## src/rtl/mwu_pkg.sv

```systemverilog
package mwu_pkg;

   // Word offsets inside one watchpoint's register block
   typedef enum logic [2:0] {
      OFF_FIRST    = 3'd0,
      OFF_LAST     = 3'd1,
      OFF_DIRS     = 3'd2,
      OFF_CLIENTS  = 3'd3,
      OFF_CAP_CLI  = 3'd4,
      OFF_CAP_ADDR = 3'd5,
      OFF_CAP_INFO = 3'd6,
      OFF_CAP_ACK  = 3'd7
   } wp_off_e;

   // Word offsets inside the global register block
   localparam logic [1:0] GLB_MASK   = 2'd0;
   localparam logic [1:0] GLB_RAW    = 2'd1;
   localparam logic [1:0] GLB_MASKED = 2'd2;
   localparam logic [1:0] GLB_ACK    = 2'd3;

   // Direction encoding shared by the mask and the capture
   localparam logic [1:0] DIR_RD = 2'b01;
   localparam logic [1:0] DIR_WR = 2'b10;

   localparam int WP_WORDS = 8;

endpackage

```

## src/rtl/mwu_watchpoint.sv

```systemverilog
module mwu_watchpoint
   import mwu_pkg::*;
#(
   parameter int ADDR_W = 32,
   parameter int NCLI   = 16,
   parameter int SIZE_W = 4,
   parameter int DATA_W = 32,
   localparam int CLI_W = $clog2(NCLI)
) (
   input  logic              clk,
   input  logic              rst_n,
   input  logic              cfg_we,
   input  wp_off_e           cfg_off,
   input  logic [DATA_W-1:0] cfg_wdata,
   input  logic              txn_valid,
   input  logic [ADDR_W-1:0] txn_addr,
   input  logic              txn_write,
   input  logic [CLI_W-1:0]  txn_client,
   input  logic [SIZE_W-1:0] txn_size,
   output logic              hit,
   output logic [DATA_W-1:0] rdata
);

   generate
      if (SIZE_W > 4 || NCLI > 16 || NCLI < 2 || (1 << CLI_W) != NCLI ||
          ADDR_W > DATA_W || DATA_W < 16) begin : g_bad_cfg
         $error("mwu_watchpoint: unsupported parameter combination");
      end
   endgenerate

   logic [ADDR_W-1:0] first_q, last_q, cap_addr_q;
   logic [1:0]        dirs_q, cap_dir_q;
   logic [NCLI-1:0]   cmask_q, cap_set_q;
   logic [CLI_W-1:0]  cap_first_q;
   logic [SIZE_W-1:0] cap_size_q;
   logic              cap_valid_q;

   logic [1:0]        txn_dir;
   logic [NCLI-1:0]   txn_onehot;
   logic              in_window, dir_ok, cli_ok, cap_ack;

   assign txn_dir    = txn_write ? DIR_WR : DIR_RD;
   assign txn_onehot = NCLI'(1) << txn_client;
   assign in_window  = (txn_addr >= first_q) && (txn_addr <= last_q);
   assign dir_ok     = |(dirs_q & txn_dir);
   assign cli_ok     = cmask_q[txn_client];
   assign hit        = txn_valid && in_window && dir_ok && cli_ok;
   assign cap_ack    = cfg_we && (cfg_off == OFF_CAP_ACK);

   // Configuration registers
   always_ff @(posedge clk) begin
      if (!rst_n) begin
         first_q <= '0;
         last_q  <= '0;
         dirs_q  <= '0;
         cmask_q <= '0;
      end else if (cfg_we) begin
         case (cfg_off)
            OFF_FIRST:   first_q <= cfg_wdata[ADDR_W-1:0];
            OFF_LAST:    last_q  <= cfg_wdata[ADDR_W-1:0];
            OFF_DIRS:    dirs_q  <= cfg_wdata[1:0];
            OFF_CLIENTS: cmask_q <= cfg_wdata[NCLI-1:0];
            default: ;
         endcase
      end
   end

   // Capture: fields freeze on first hit, client set accumulates
   always_ff @(posedge clk) begin
      if (!rst_n) begin
         cap_valid_q <= 1'b0;
         cap_addr_q  <= '0;
         cap_dir_q   <= '0;
         cap_first_q <= '0;
         cap_size_q  <= '0;
         cap_set_q   <= '0;
      end else if (cap_ack || (hit && !cap_valid_q)) begin
         cap_valid_q <= hit;
         cap_addr_q  <= hit ? txn_addr   : '0;
         cap_dir_q   <= hit ? txn_dir    : '0;
         cap_first_q <= hit ? txn_client : '0;
         cap_size_q  <= hit ? txn_size   : '0;
         cap_set_q   <= hit ? txn_onehot : '0;
      end else if (hit) begin
         cap_set_q   <= cap_set_q | txn_onehot;
      end
   end

   logic [15:0] info;
   always_comb begin
      info                 = '0;
      info[15]             = cap_valid_q;
      info[8 +: SIZE_W]    = cap_size_q;
      info[5:4]            = cap_dir_q;
      info[0 +: CLI_W]     = cap_first_q;
   end

   always_comb begin
      case (cfg_off)
         OFF_FIRST:    rdata = DATA_W'(first_q);
         OFF_LAST:     rdata = DATA_W'(last_q);
         OFF_DIRS:     rdata = DATA_W'(dirs_q);
         OFF_CLIENTS:  rdata = DATA_W'(cmask_q);
         OFF_CAP_CLI:  rdata = DATA_W'(cap_set_q);
         OFF_CAP_ADDR: rdata = DATA_W'(cap_addr_q);
         OFF_CAP_INFO: rdata = DATA_W'(info);
         default:      rdata = '0;
      endcase
   end

   // Capture behaviour checks
   assert_capture_loads_R6: assert property (@(posedge clk) disable iff (!rst_n)
      hit |=> cap_valid_q);
   assert_capture_frozen_R6: assert property (@(posedge clk) disable iff (!rst_n)
      (cap_valid_q && !cap_ack) |=> ($stable(cap_addr_q) && $stable(cap_first_q)
                                     && $stable(cap_dir_q) && $stable(cap_size_q)));
   assert_client_accum_R7: assert property (@(posedge clk) disable iff (!rst_n)
      (hit && !cap_ack) |=> cap_set_q[$past(txn_client)]);
   assert_capture_clear_R8: assert property (@(posedge clk) disable iff (!rst_n)
      (cap_ack && !hit) |=> (!cap_valid_q && cap_set_q == '0));

endmodule

```

## src/rtl/mwu_irq_ctrl.sv

```systemverilog
module mwu_irq_ctrl #(
   parameter int NUM_WP = 4
) (
   input  logic              clk,
   input  logic              rst_n,
   input  logic [NUM_WP-1:0] hit,
   input  logic              mask_we,
   input  logic              ack_we,
   input  logic [NUM_WP-1:0] wbits,
   output logic [NUM_WP-1:0] mask_q,
   output logic [NUM_WP-1:0] raw_q,
   output logic [NUM_WP-1:0] masked,
   output logic              irq
);

   logic [NUM_WP-1:0] clr;
   assign clr = ack_we ? wbits : '0;

   always_ff @(posedge clk) begin
      if (!rst_n) begin
         raw_q  <= '0;
         mask_q <= '0;
      end else begin
         raw_q <= (raw_q & ~clr) | hit;
         if (mask_we) mask_q <= wbits;
      end
   end

   assign masked = raw_q & mask_q;
   assign irq    = |masked;

   generate
      for (genvar i = 0; i < NUM_WP; i++) begin : g_chk
         assert_raw_set_R3: assert property (@(posedge clk) disable iff (!rst_n)
            hit[i] |=> raw_q[i]);
         assert_raw_sticky_R3: assert property (@(posedge clk) disable iff (!rst_n)
            (raw_q[i] && !(ack_we && wbits[i])) |=> raw_q[i]);
         assert_ack_clears_R5: assert property (@(posedge clk) disable iff (!rst_n)
            (ack_we && wbits[i] && !hit[i]) |=> !raw_q[i]);
      end
   endgenerate

endmodule

```

## src/rtl/mem_watch_unit.sv

```systemverilog
module mem_watch_unit
   import mwu_pkg::*;
#(
   parameter int NUM_WP = 4,
   parameter int ADDR_W = 32,
   parameter int NCLI   = 16,
   parameter int SIZE_W = 4,
   parameter int DATA_W = 32,
   localparam int CLI_W    = $clog2(NCLI),
   localparam int GLB_BASE = NUM_WP * WP_WORDS,
   localparam int REG_AW   = $clog2(GLB_BASE + 4)
) (
   input  logic              clk,
   input  logic              rst_n,
   input  logic              reg_we,
   input  logic [REG_AW-1:0] reg_addr,
   input  logic [DATA_W-1:0] reg_wdata,
   output logic [DATA_W-1:0] reg_rdata,
   input  logic              txn_valid,
   input  logic [ADDR_W-1:0] txn_addr,
   input  logic              txn_write,
   input  logic [CLI_W-1:0]  txn_client,
   input  logic [SIZE_W-1:0] txn_size,
   output logic              irq
);

   generate
      if (NUM_WP < 1 || NUM_WP > DATA_W) begin : g_bad_cfg
         $error("mem_watch_unit: NUM_WP out of range");
      end
   endgenerate

   localparam int IDX_W = REG_AW - 3;

   logic              glb_sel;
   logic [1:0]        glb_off;
   logic [IDX_W-1:0]  wp_idx;
   logic [NUM_WP-1:0] hits, mask_q, raw_q, masked;
   logic [DATA_W-1:0] wp_rdata [NUM_WP];

   assign glb_sel = reg_addr >= REG_AW'(GLB_BASE);
   assign glb_off = reg_addr[1:0];
   assign wp_idx  = reg_addr[REG_AW-1:3];

   generate
      for (genvar i = 0; i < NUM_WP; i++) begin : g_wp
         logic sel;
         assign sel = reg_we && !glb_sel && (wp_idx == IDX_W'(i));
         mwu_watchpoint #(
            .ADDR_W(ADDR_W), .NCLI(NCLI), .SIZE_W(SIZE_W), .DATA_W(DATA_W)
         ) i_wp (
            .clk       (clk),
            .rst_n     (rst_n),
            .cfg_we    (sel),
            .cfg_off   (wp_off_e'(reg_addr[2:0])),
            .cfg_wdata (reg_wdata),
            .txn_valid (txn_valid),
            .txn_addr  (txn_addr),
            .txn_write (txn_write),
            .txn_client(txn_client),
            .txn_size  (txn_size),
            .hit       (hits[i]),
            .rdata     (wp_rdata[i])
         );
      end
   endgenerate

   mwu_irq_ctrl #(.NUM_WP(NUM_WP)) i_irq (
      .clk    (clk),
      .rst_n  (rst_n),
      .hit    (hits),
      .mask_we(reg_we && glb_sel && glb_off == GLB_MASK),
      .ack_we (reg_we && glb_sel && glb_off == GLB_ACK),
      .wbits  (reg_wdata[NUM_WP-1:0]),
      .mask_q (mask_q),
      .raw_q  (raw_q),
      .masked (masked),
      .irq    (irq)
   );

   always_comb begin
      reg_rdata = '0;
      if (glb_sel) begin
         case (glb_off)
            GLB_MASK:   reg_rdata = DATA_W'(mask_q);
            GLB_RAW:    reg_rdata = DATA_W'(raw_q);
            GLB_MASKED: reg_rdata = DATA_W'(masked);
            default:    reg_rdata = '0;
         endcase
      end else begin
         for (int i = 0; i < NUM_WP; i++)
            if (wp_idx == IDX_W'(i)) reg_rdata = wp_rdata[i];
      end
   end

   // Interrupt only with an enabled pending watchpoint
   assert_irq_needs_enable_R4: assert property (@(posedge clk) disable iff (!rst_n)
      irq |-> (mask_q != '0 && raw_q != '0));
   // Nothing pending in the cycle after reset releases
   assert_reset_quiet_R1: assert property (@(posedge clk)
      !rst_n |=> (raw_q == '0 && !irq));

endmodule

```

## config.mk

```make
export PLATFORM = sky130hd
export DESIGN_NAME = mem_watch_unit
export DESIGN_NICKNAME = d
export VERILOG_FILES = /design/src/rtl/mwu_pkg.sv /design/src/rtl/mwu_watchpoint.sv /design/src/rtl/mwu_irq_ctrl.sv /design/src/rtl/mem_watch_unit.sv
export SDC_FILE = /design/constraint.sdc
export NUM_CORES = 2
export LEC_CHECK = 0
export BUFFER_PORTS_ARGS = -buffer_cell sky130_fd_sc_hd__buf_2
export CORE_MARGIN = 2
export CORE_UTILIZATION = 40
export DETAILED_ROUTE_END_ITERATION = 8
export PLACE_DENSITY_LB_ADDON = 0.1
export SLEW_MARGIN = 30
export SYNTH_ARGS = -nofsm -noshare
export SYNTH_HDL_FRONTEND = slang
export SYNTH_SLANG_ARGS = --single-unit
```

## constraint.sdc

```tcl
create_clock -name clk -period 4.6 [get_ports clk]
set_input_delay 0.92 -clock clk [delete_from_list [all_inputs] [get_ports clk]]
set_output_delay 0.92 -clock clk [all_outputs]
set_load 0.02 [all_outputs]
```

==> results.md <==
Die:
- The site row count is approximately 100.
- The horizontal die dimension is 287 um.
- The die covers between 80000 and 90000 sq um.
- In this run the count of I/O pins placed on the die edge is 116.
- The die height is about 290 um.
- The starting utilization of the core area is 40.5%.
- The core region area is roughly 79000 sq um.

Pwr:
- For this design the ratio of total power to cell area is 323 nW/um^2.
- After layout, the design draws a total of roughly 12 mW.
- VDD sags by at most around 0.00024 V.
- The analysis attributes to cell leakage a power of roughly 13 nW.

Worst setup path:
- The kind of end point of the critical path is an output port.
- In this run the critical register-to-register path is captured at g_wp[2].i_wp.cap_set_q[11].
- Measured in cells, the most critical reg-to-reg path has a length of 10.
- The worst register-to-register path begins at g_wp[2].i_wp.first_q[1].
- The worst setup slack for register-to-register paths is ~950 ps.
- Following the worst setup path forward leads to its endpoint at reg_rdata[5].
- The worst path arrival time is 3400 ps.
- The largest fanout on the critical path is 20.
- The kind of launch point of the worst setup path is an input port.
- The worst path required time is between 3000 and 4000 ps.
- The type of the worst setup path is in2out.
- In this run the worst setup path begins at reg_addr[0].

Global routing:
- The via count of the first global-routing pass came to 28500.
- The first global-routing pass estimated about 210000 um of wire.
- The number of antenna violations at the first check in global routing is 14.
- For this run, the total global-route usage over all layers was measured as a little over a third.
- The maximum number of pins on one net before global-route repair is around 120.
- Summed over all layers, the global routing overflow is 0.

Final layout:
- The final design area excluding fillers is around 37000 sq um.
- The signed area change from the synthesized netlist to the final layout is 14.9%.
- The fraction of final layout cells sized beyond drive strength 1 is approximately an eighth.
- The net total in the final layout is between 4000 and 5000.

Route:
- In this run the remaining antenna-violating nets after routing total 0.
- The DRC violation count after routing is 0.
- For this run, the detailed router's first-pass iteration total came to 7.
- The count of vias placed by the detailed router is between 30000 and 40000.
- The number of violations reported at the end of detailed-routing iteration 0 is about 3100.
- The per-cell routed wire length is between 20 and 30 um.
- The final layout contains routed wiring with a total length of ~150000 um.
- Using the TritonRoute via totals, the vias-per-cell ratio works out to 6.03.

Synth:
- The most common cell in the synthesized netlist is nand2_1.
- The number of warnings printed during yosys synthesis is 0.
- The cell taking the most area after synthesis is dfxtp_1.
- The most used flip-flop cell after synthesis is dfxtp_1.
- The number of nets produced by synthesis is approximately 4200.
- In this run, synthesis produced a sequential element count of about 570.
- For this run, asynchronously set or reset flops after synthesis account for 0%.
- The cell area that synthesis handed to floorplanning was 32000 sq um.
- Sequential elements use a little over a third of the synthesized area.
- The number of enable-type register cells in the synthesized netlist is 0.
- Ranked by total cell area, the synthesized netlist is headed by dfxtp_1 (36%), ha_1 (10%), nand2_1 (9.8%), a21boi_0 (7.7%), a32o_1 (4.0%).
- In this run the mean area of a mapped cell was 8.36 sq um.
- In the synthesized netlist, the cells that appear most often are nand2_1 (837), dfxtp_1 (572), a21boi_0 (327).
- The cell count after synthesis came out at 3828.
- After synthesis, the largest area contributor takes up about 36% of total cell area.
- The count of unique library cells instantiated by Yosys is 71.

Place:
- After detailed placement, the total cell area comes to 34500 sq um.
- The post-DP HPWL is about 100000 um.
- The global placement routability congestion is 1.04.
- During placement, the flow inserted port buffers numbering 115.

Clock network:
- The clock transition at the registers of the reported paths is 60 ps.
- Counting along the longest clock path gives a buffer depth of 3.
- The maximum level of the CTS H-tree is 3.
- The post-CTS setup buffer count is 0.
- The buffer type at the clock tree root is clkbuf_16.
- The number of hold buffers added after cts is 0.
- In this run, post-CTS repair resized a total of 0 instances.
- The clock buffer count from CTS is 70.
- TritonCTS built the clock tree.
- Clock latency on the worst-skew pair, taken at its later pin, is roughly 640 ps.
- The number of clock sinks is 572.

Timing:
- The pin slew with the least headroom to its limit is 1010 ps.
- The number of endpoints with negative hold slack in the final report came to 0.
- Adding up every negative setup slack in the final design gives 0 ps.
- Across the routed clock network, the largest skew measured is 26.0 ps.
- The setup-violating endpoint count in the final report is 0.
- The clock period could shrink to approximately 4300 ps.
- The peak clock frequency supported by timing is ~230 MHz.
- The worst hold-check slack is between 400 and 500 ps.
- The number of max-slew violations in the final report is 0.
- The worst pin sits at a relative slew slack of about a third.
- Setup repair after global routing left no endpoint under its margin.
- The final critical-path share of the clock period is ~94%.

Run status:
- The run finished with clean final reports.

Run:
- The tool flagged a number of max-cap violations equal to 0.

Min path:
- The min-delay analysis places its worst path in the category reg2reg.
cells by family (layout without fill, tap and decap cells):
kind of cell             Yosys count  after routing  synth area share, %
multiplexers                     157            157                 6.09
other                              0             11                    0
buffers and inverters            553            659                 6.86
AND/OR/NAND/NOR                 1187           1187                 15.6
flip-flops                       572            572                 35.8
AO/OA/AOI/OAI                   1103           1103                 25.7
adder cells (fa/ha/maj)          256            256                 10.0
through the flow:
step | utilization, % | std cells | setup WS (ps)
2_1_floorplan | - | 3828 | 658
3_3_place_gp | 43.6 | 4859 | 150
3_5_place_dp | 43.6 | 4859 | 194
4_1_cts | 46.5 | 4984 | 418
5_1_grt | 46.5 | 4992 | 272
6_report | 46.5 | 4995 | 283
sequential cells by signal, summed over array words and instances (netlist names):
register / cells
g_wp.i_wp.cap_addr_q: 128
g_wp.i_wp.cap_dir_q: 8
g_wp.i_wp.cap_first_q: 16
g_wp.i_wp.cap_set_q: 64
g_wp.i_wp.cap_size_q: 16
g_wp.i_wp.cap_valid_q: 4
g_wp.i_wp.cmask_q: 64
g_wp.i_wp.dirs_q: 8
g_wp.i_wp.first_q: 128
g_wp.i_wp.last_q: 128
i_irq.mask_q: 4
i_irq.raw_q: 4
power breakdown:
group	total [mW]	internal [mW]	switching, mW
combinational	1.22	0.372	0.852
clock	5.68	3.32	2.36
sequential	4.98	4.97	0.0113
layout by cell type, fill, tap and decap left out, types with 72 or more instances in the layout:
master / n
a21boi_0: 327
a21oi_1: 183
a32o_1: 128
buf_2: 112
buf_4: 128
clkbuf_16: 72
dfxtp_1: 572
ha_1: 256
inv_1: 260
mux2i_1: 117
nand2_1: 837
nor2_1: 122
o21ai_0: 85
layout make-up:
| class | instances | area, sq um |
|---|---|---|
| Antenna cell | 11 | 27.5 |
| Clock buffer | 101 | 2040 |
| Clock inverter | 24 | 258 |
| Fill cell | 7917 | 42300 |
| Inverter | 261 | 982 |
| Multi-Input combinational cell | 2703 | 18600 |
| Sequential cell | 572 | 11500 |
| Tap cell | 1050 | 1310 |
| Timing Repair Buffer | 273 | 2170 |
worst min path at each step:
stage / from / to / slack, ps / cells past startpoint
after floorplan: g_wp[3].i_wp.cap_set_q[10] / g_wp[3].i_wp.cap_set_q[10] / 430 / 1
after global placement: g_wp[1].i_wp.cap_set_q[2] / g_wp[1].i_wp.cap_set_q[2] / 440 / 1
after detailed placement: g_wp[3].i_wp.cap_set_q[10] / g_wp[3].i_wp.cap_set_q[10] / 450 / 1
after CTS: g_wp[1].i_wp.cap_set_q[6] / g_wp[1].i_wp.cap_set_q[6] / 460 / 1
after global routing: g_wp[1].i_wp.cap_addr_q[17] / g_wp[1].i_wp.cap_addr_q[17] / 470 / 1
final: g_wp[3].i_wp.cap_addr_q[13] / g_wp[3].i_wp.cap_addr_q[13] / 460 / 1
per-layer routing:
layer | GRT usage, % | wire, um
met1 | 44.7 | 59000
met2 | 55.1 | 65700
met3 | 6.22 | 12000
met4 | 21.5 | 10200
met5 | 0 | 26
critical path: stages:
cell and delay, ps:
buf_4 300, nor2b_1 200, and2_1 540, buf_4 300, a22oi_1 110, a31oi_1 200, o31ai_1 110, a21oi_1 320
buf_4 210, buf_2 170
No activity file was read; power rests on OpenSTA's default activity.
